--- config.mk ---
export PLATFORM = sky130hd
export DESIGN_NAME = intc_top
export DESIGN_NICKNAME = d
export VERILOG_FILES = /design/src/rtl/intc_pkg.sv /design/src/rtl/intc_regs.sv /design/src/rtl/intc_sorter.sv /design/src/rtl/intc_top.sv
export SDC_FILE = /design/constraint.sdc
export NUM_CORES = 2
export LEC_CHECK = 0
export BUFFER_PORTS_ARGS = -buffer_cell sky130_fd_sc_hd__buf_2
export CORE_UTILIZATION = 64
export DETAILED_ROUTE_END_ITERATION = 10
export PLACE_DENSITY_LB_ADDON = 0.25
export SLEW_MARGIN = 20
export SYNTH_ARGS = -nofsm -noshare
export SYNTH_HDL_FRONTEND = slang
export SYNTH_SLANG_ARGS = --single-unit
--- constraint.sdc ---
create_clock -name clk -period 52.8 [get_ports clk]
set_input_delay 5.28 -clock clk [delete_from_list [all_inputs] [get_ports clk]]
set_output_delay 5.28 -clock clk [all_outputs]
set_load 0.05 [all_outputs]
--- src/rtl/intc_pkg.sv ---
package intc_pkg;
    typedef enum logic [1:0] {
        ST_WAIT  = 2'd0,
        ST_RANK  = 2'd1,
        ST_SERVE = 2'd2
    } sort_state_e;

    localparam int NUM_W     = 7;
    localparam int ADDR_W    = 12;
    localparam int DATA_W    = 32;
    localparam int A_CTRL    = 'h000;
    localparam int A_STAT_N  = 'h004;
    localparam int A_STAT_F  = 'h008;
    localparam int A_MASK    = 'h080;
    localparam int A_MSET    = 'h0A0;
    localparam int A_MCLR    = 'h0C0;
    localparam int A_CFG     = 'h100;
endpackage

--- src/rtl/intc_regs.sv ---
module intc_regs
    import intc_pkg::*;
#(
    parameter int N_LINES = 32,
    parameter int PRIO_W  = 6
) (
    input  logic                  clk,
    input  logic                  rst_n,
    input  logic                  bus_we,
    input  logic [ADDR_W-1:0]     bus_addr,
    input  logic [DATA_W-1:0]     bus_wdata,
    output logic [DATA_W-1:0]     bus_rdata,
    input  logic [7:0]            stat_norm,
    input  logic [7:0]            stat_fast,
    output logic [N_LINES-1:0]    mask_o,
    output logic [N_LINES-1:0]    route_o,
    output logic [N_LINES*PRIO_W-1:0] prio_o,
    output logic [1:0]            ack_o
);
    localparam int N_WORDS = (N_LINES + DATA_W - 1) / DATA_W;

    logic [N_WORDS*DATA_W-1:0]  mask_q;
    logic [N_LINES-1:0]         route_q;
    logic [N_LINES*PRIO_W-1:0]  prio_q;

    always_ff @(posedge clk or negedge rst_n) begin
        if (!rst_n) begin
            mask_q  <= '1;
            route_q <= '0;
            prio_q  <= '0;
        end else if (bus_we) begin
            for (int w = 0; w < N_WORDS; w++) begin
                if (bus_addr == ADDR_W'(A_MASK + 4*w))
                    mask_q[w*DATA_W +: DATA_W] <= bus_wdata;
                if (bus_addr == ADDR_W'(A_MSET + 4*w))
                    mask_q[w*DATA_W +: DATA_W] <= mask_q[w*DATA_W +: DATA_W] | bus_wdata;
                if (bus_addr == ADDR_W'(A_MCLR + 4*w))
                    mask_q[w*DATA_W +: DATA_W] <= mask_q[w*DATA_W +: DATA_W] & ~bus_wdata;
            end
            for (int m = 0; m < N_LINES; m++) begin
                if (bus_addr == ADDR_W'(A_CFG + 4*m)) begin
                    route_q[m]                  <= bus_wdata[0];
                    prio_q[m*PRIO_W +: PRIO_W]  <= bus_wdata[PRIO_W+1:2];
                end
            end
        end
    end

    always_comb begin
        bus_rdata = '0;
        if (bus_addr == ADDR_W'(A_STAT_N)) bus_rdata = DATA_W'(stat_norm);
        if (bus_addr == ADDR_W'(A_STAT_F)) bus_rdata = DATA_W'(stat_fast);
        for (int w = 0; w < N_WORDS; w++) begin
            if (bus_addr == ADDR_W'(A_MASK + 4*w) ||
                bus_addr == ADDR_W'(A_MSET + 4*w) ||
                bus_addr == ADDR_W'(A_MCLR + 4*w))
                bus_rdata = mask_q[w*DATA_W +: DATA_W];
        end
        for (int m = 0; m < N_LINES; m++) begin
            if (bus_addr == ADDR_W'(A_CFG + 4*m))
                bus_rdata = (DATA_W'(prio_q[m*PRIO_W +: PRIO_W]) << 2) | DATA_W'(route_q[m]);
        end
    end

    assign ack_o[0] = bus_we && (bus_addr == ADDR_W'(A_CTRL)) && bus_wdata[0];
    assign ack_o[1] = bus_we && (bus_addr == ADDR_W'(A_CTRL)) && bus_wdata[1];
    assign mask_o   = mask_q[N_LINES-1:0];
    assign route_o  = route_q;
    assign prio_o   = prio_q;
endmodule

--- src/rtl/intc_sorter.sv ---
module intc_sorter
    import intc_pkg::*;
#(
    parameter int N_LINES = 32,
    parameter int PRIO_W  = 6
) (
    input  logic                      clk,
    input  logic                      rst_n,
    input  logic [N_LINES-1:0]        req,
    input  logic [N_LINES*PRIO_W-1:0] prio,
    input  logic                      ack,
    output logic                      irq_o,
    output logic [NUM_W-1:0]          num_o,
    output logic [7:0]                status_o
);
    sort_state_e              state_q, state_d;
    logic [N_LINES-1:0]       snap_q;
    logic [NUM_W-1:0]         num_q;
    logic                     out_q;
    logic                     spur_q;
    logic [NUM_W-1:0]         win_idx;
    logic [PRIO_W-1:0]        win_prio;
    logic                     win_found;
    logic                     still_live;

    // ranking over the snapshot: strict less-than keeps the lower index on ties
    always_comb begin
        win_idx   = '0;
        win_prio  = '1;
        win_found = 1'b0;
        for (int i = 0; i < N_LINES; i++) begin
            if (snap_q[i] && (!win_found || prio[i*PRIO_W +: PRIO_W] < win_prio)) begin
                win_found = 1'b1;
                win_prio  = prio[i*PRIO_W +: PRIO_W];
                win_idx   = NUM_W'(i);
            end
        end
    end

    assign still_live = |(req & (N_LINES'(1) << num_q));

    always_comb begin
        state_d = state_q;
        unique case (state_q)
            ST_WAIT:  if (|req) state_d = ST_RANK;
            ST_RANK:  state_d = ST_SERVE;
            ST_SERVE: if (ack) state_d = ST_WAIT;
            default:  state_d = ST_WAIT;
        endcase
    end

    always_ff @(posedge clk or negedge rst_n) begin
        if (!rst_n) state_q <= ST_WAIT;
        else        state_q <= state_d;
    end

    always_ff @(posedge clk or negedge rst_n) begin
        if (!rst_n) begin
            snap_q <= '0;
            num_q  <= '0;
            out_q  <= 1'b0;
            spur_q <= 1'b0;
        end else begin
            unique case (state_q)
                ST_WAIT: begin
                    if (|req) snap_q <= req;
                end
                ST_RANK: begin
                    num_q  <= win_idx;
                    out_q  <= 1'b1;
                    spur_q <= 1'b0;
                end
                ST_SERVE: begin
                    if (ack)              out_q  <= 1'b0;
                    else if (!still_live) spur_q <= 1'b1;
                end
                default: out_q <= 1'b0;
            endcase
        end
    end

    assign irq_o    = out_q;
    assign num_o    = num_q;
    assign status_o = spur_q ? 8'h80 : {1'b0, num_q};
endmodule

--- src/rtl/intc_top.sv ---
module intc_top
    import intc_pkg::*;
#(
    parameter int N_LINES = 32,
    parameter int PRIO_W  = 6
) (
    input  logic               clk,
    input  logic               rst_n,
    input  logic [N_LINES-1:0] irq_lines,
    input  logic               bus_we,
    input  logic [11:0]        bus_addr,
    input  logic [31:0]        bus_wdata,
    output logic [31:0]        bus_rdata,
    output logic               irq_norm_o,
    output logic               irq_fast_o
);
    logic [N_LINES-1:0]        mask, route, pending;
    logic [N_LINES*PRIO_W-1:0] prio;
    logic [1:0]                ack_v, out_v, live_v;
    logic [2*NUM_W-1:0]        num_v;
    logic [15:0]               stat_v;

    intc_regs #(.N_LINES(N_LINES), .PRIO_W(PRIO_W)) u_regs (
        .clk(clk), .rst_n(rst_n), .bus_we(bus_we), .bus_addr(bus_addr),
        .bus_wdata(bus_wdata), .bus_rdata(bus_rdata),
        .stat_norm(stat_v[7:0]), .stat_fast(stat_v[15:8]),
        .mask_o(mask), .route_o(route), .prio_o(prio), .ack_o(ack_v)
    );

    assign pending = irq_lines & ~mask;

    // output 0 takes lines steered with 0, output 1 those steered with 1
    for (genvar k = 0; k < 2; k++) begin : g_out
        logic [N_LINES-1:0] req_k;
        assign req_k     = (k == 0) ? (pending & ~route) : (pending & route);
        assign live_v[k] = |req_k;
        intc_sorter #(.N_LINES(N_LINES), .PRIO_W(PRIO_W)) u_sort (
            .clk(clk), .rst_n(rst_n), .req(req_k), .prio(prio), .ack(ack_v[k]),
            .irq_o(out_v[k]), .num_o(num_v[k*NUM_W +: NUM_W]),
            .status_o(stat_v[k*8 +: 8])
        );
    end

    assign irq_norm_o = out_v[0];
    assign irq_fast_o = out_v[1];
endmodule

==> run metrics <==
final hold viol count 0; Main synth FF type dfrtp_1; first-pass GRT wire length between 200,000 and 250,000 um; grt total ovfl 0; reg2reg start g_out[1].u_sort.snap_q[0]; ys async rst share 100%; Fmax roughly 20 MHz; area leader, netlist dfrtp_1; Setup Skew between 0.04 and 0.05 ns; fin crit share 95.9%; Clock Latency Late Sink slightly above 0.6 ns; top-area cell type share of the netlist area between 20% and 30%; fin util about three quarters; Initial Utilization 64.9%; Cells after Synth 4,292; most used cell, CP ha_1; min-delay src u_regs.mask_o[4]; Worst path top cell family by delay compound AO/OA/AOI/OAI gates; TritonCTS Buffers 40; setup_tns 0 ns; Antenna Violating Nets Remaining 0; Post-Syn Area 34,900 um^2; register area share after synthesis 24.3%; Ports approximately 110; FF+latch count, synth between 300 and 400; via count 38,000; post-DP HPWL roughly 100,000 um; Yosys warning count 0; Slowest-stage cell, CP a2111o_2; Crit path largest cell delay between 0.5 and 0.6 ns; Mapped Nets about 4,600; Die H roughly 240 um; syn avg cell area around 8.1 um^2; Post-synth EDFFs 0; Non-Filler Instances roughly 5,300; gpl congestion around 1.0; Via density roughly 7.2; Wirelength per Cell roughly 26 um; worst path arrival time between 50 and 60 ns; first-pass iteration count of the detailed router 11; Clock Sinks around 340; outcome completed; dpl cells 5,127; Max transition margin between 10% and 20%; Die ar. about 55,000 um^2; Startpoint Class flop; beginning of the critical path g_out[1].u_sort.snap_q[0]; clock tree buffer depth 3; critical path class flop to flop; CTS Root Cell clkbuf_16; CTS tree done; Crit. End Element flop; Area contributors post-synth dfrtp_1 22%, mux2_2 10%, ha_1 7.2%, nand2_1 5.4%, nor2_1 4.4%; Reg clk slew, reported paths 0.07 ns; I/O Buffers between 100 and 150; Netlist cell types between 100 and 150; pin count of the biggest net entering global routing 79; Worst Path Required roughly 53 ns; worst-margin pin slew about 1.3 ns; post-route minimum period roughly 50 ns; final max-slew violation count 0; final net count roughly 4,800; Floorplan Core Area approximately 54,000 um^2; total of max-cap violations 0; HP Class flop to flop; final WL between 100,000 and 150,000 um; htree depth 2; Hold-fix buffers, CTS 0; CP bufs+invs 23; number of global-route vias before repair 35,200; die width ~240 um; row count 85; final setup vio count 0; Crit Path Max Fanout 11; initial antenna violation count 7; Initial DRC Count about 5,000; drt drc 0; share of post-route cells with drive strength above 1 about a quarter; Area Growth Syn to Fin 14.4%; Total Routing Usage GR approximately half
kinds of logic after synthesis:
group	after synthesis	synth area share [%]
XOR/XNOR	38	0.975
buffers and inverters	408	4.61
AND/OR/NAND/NOR	1547	21.6
AO/OA/AOI/OAI	1288	26.3
flip-flops	338	24.3
multiplexers	463	14.8
adder cells (fa/ha/maj)	210	7.46
per-stage QoR:
step | hold WS, ns | setup WS (ns) | cell area, um^2
floorplan | 0.459 | 4.16 | 34900
global placement | 0.475 | 0.588 | 37200
detailed placement | 0.486 | -0.848 | 37200
CTS | 0.495 | 0.0110 | 38600
global route | 0.522 | -0.519 | 39900
finish | 0.499 | 2.15 | 39900
registers in the layout (all words and copies together), names as in the netlist:
register	flops
g_out.u_sort.spur_q	2
u_regs.mask_o	32
g_out.u_sort.snap_q	64
g_out.u_sort.num_o	10
g_out.u_sort.state_q	4
g_out.u_sort.irq_o	2
u_regs.prio_o	192
u_regs.route_o	32
layout by cell type (no fill, tap or decap), types with 106 or more instances in the layout:
cell type	Yosys	routed
dfrtp_1	306	302
buf_2	15	111
ha_1	200	199
o21ai_0	268	241
nor2_1	409	393
nand2_1	501	494
mux2i_1	118	106
a21oi_1	234	215
inv_1	231	231
mux2_2	313	313
buf_4	8	281
layer usage:
layer	wire (um)	vias up	track usage (%)
li1	-	16600	-
met1	52100	17900	61.4
met2	59400	2707	72.1
met3	18100	713	14.4
met4	10300	4	29.5
met5	26	-	0
worst register-to-register path: cells and delay by family, from the launching register on:
family	cells	cell delay, ns
compound gates	123	23.02
simple gates	65	10.65
mux	17	4.60
flops	1	0.41
buf+inv	23	2.08
fa+ha+maj	34	9.83
worst paths after layout:
check,end,slack (ns),cells after the start
setup / recovery,g_out[1].u_sort.num_o[3],2.15,262
setup reg to reg,g_out[1].u_sort.num_o[3],2.15,262
hold / removal,u_regs.mask_o[4],0.50,2
hold reg to reg,u_regs.mask_o[4],0.50,2
min in group asynchronous,u_regs.prio_o[142],4.69,1
max in group asynchronous,u_regs.route_o[14],44.83,4
layout make-up:
cell class	count	area (um^2)
antenna	5	12.5
clock buffer	51	1100
clock inverter	23	260
fill	4153	13900
inverter	232	871
multi-input combinational	3547	25600
sequential	338	8500
tap	696	871
timing repair buffer	394	2700
synthesized netlist by cell type, types with 40 or more instances:
| master | instances |
|---|---|
| nand2_1 | 501 |
| nor2_1 | 409 |
| mux2_2 | 313 |
| dfrtp_1 | 306 |
| o21ai_0 | 268 |
| a21oi_1 | 234 |
| inv_1 | 231 |
| ha_1 | 200 |
| clkbuf_1 | 141 |
| mux2i_1 | 118 |
| and2_1 | 80 |
| nand3_1 | 80 |
| nor3_1 | 74 |
| a31oi_1 | 58 |
| nand2b_1 | 57 |
| o211ai_1 | 54 |
| a211oi_1 | 45 |
| a22oi_1 | 42 |
| o21a_1 | 42 |
| o21ai_1 | 41 |
| nand4_1 | 40 |
timing repair:
action | in CTS | in global routing
cloned | 0 | 1
pin swaps | 1 | 58
resized for setup | 17 | 186
hold endpoints to repair | 0 | 0
setup endpoints to repair | 5 | 10
buffers inserted | 0 | 79
Power is left out: the tool's default activity adds up to more than one toggle a clock period on the data nets, which glitch-free logic cannot reach.
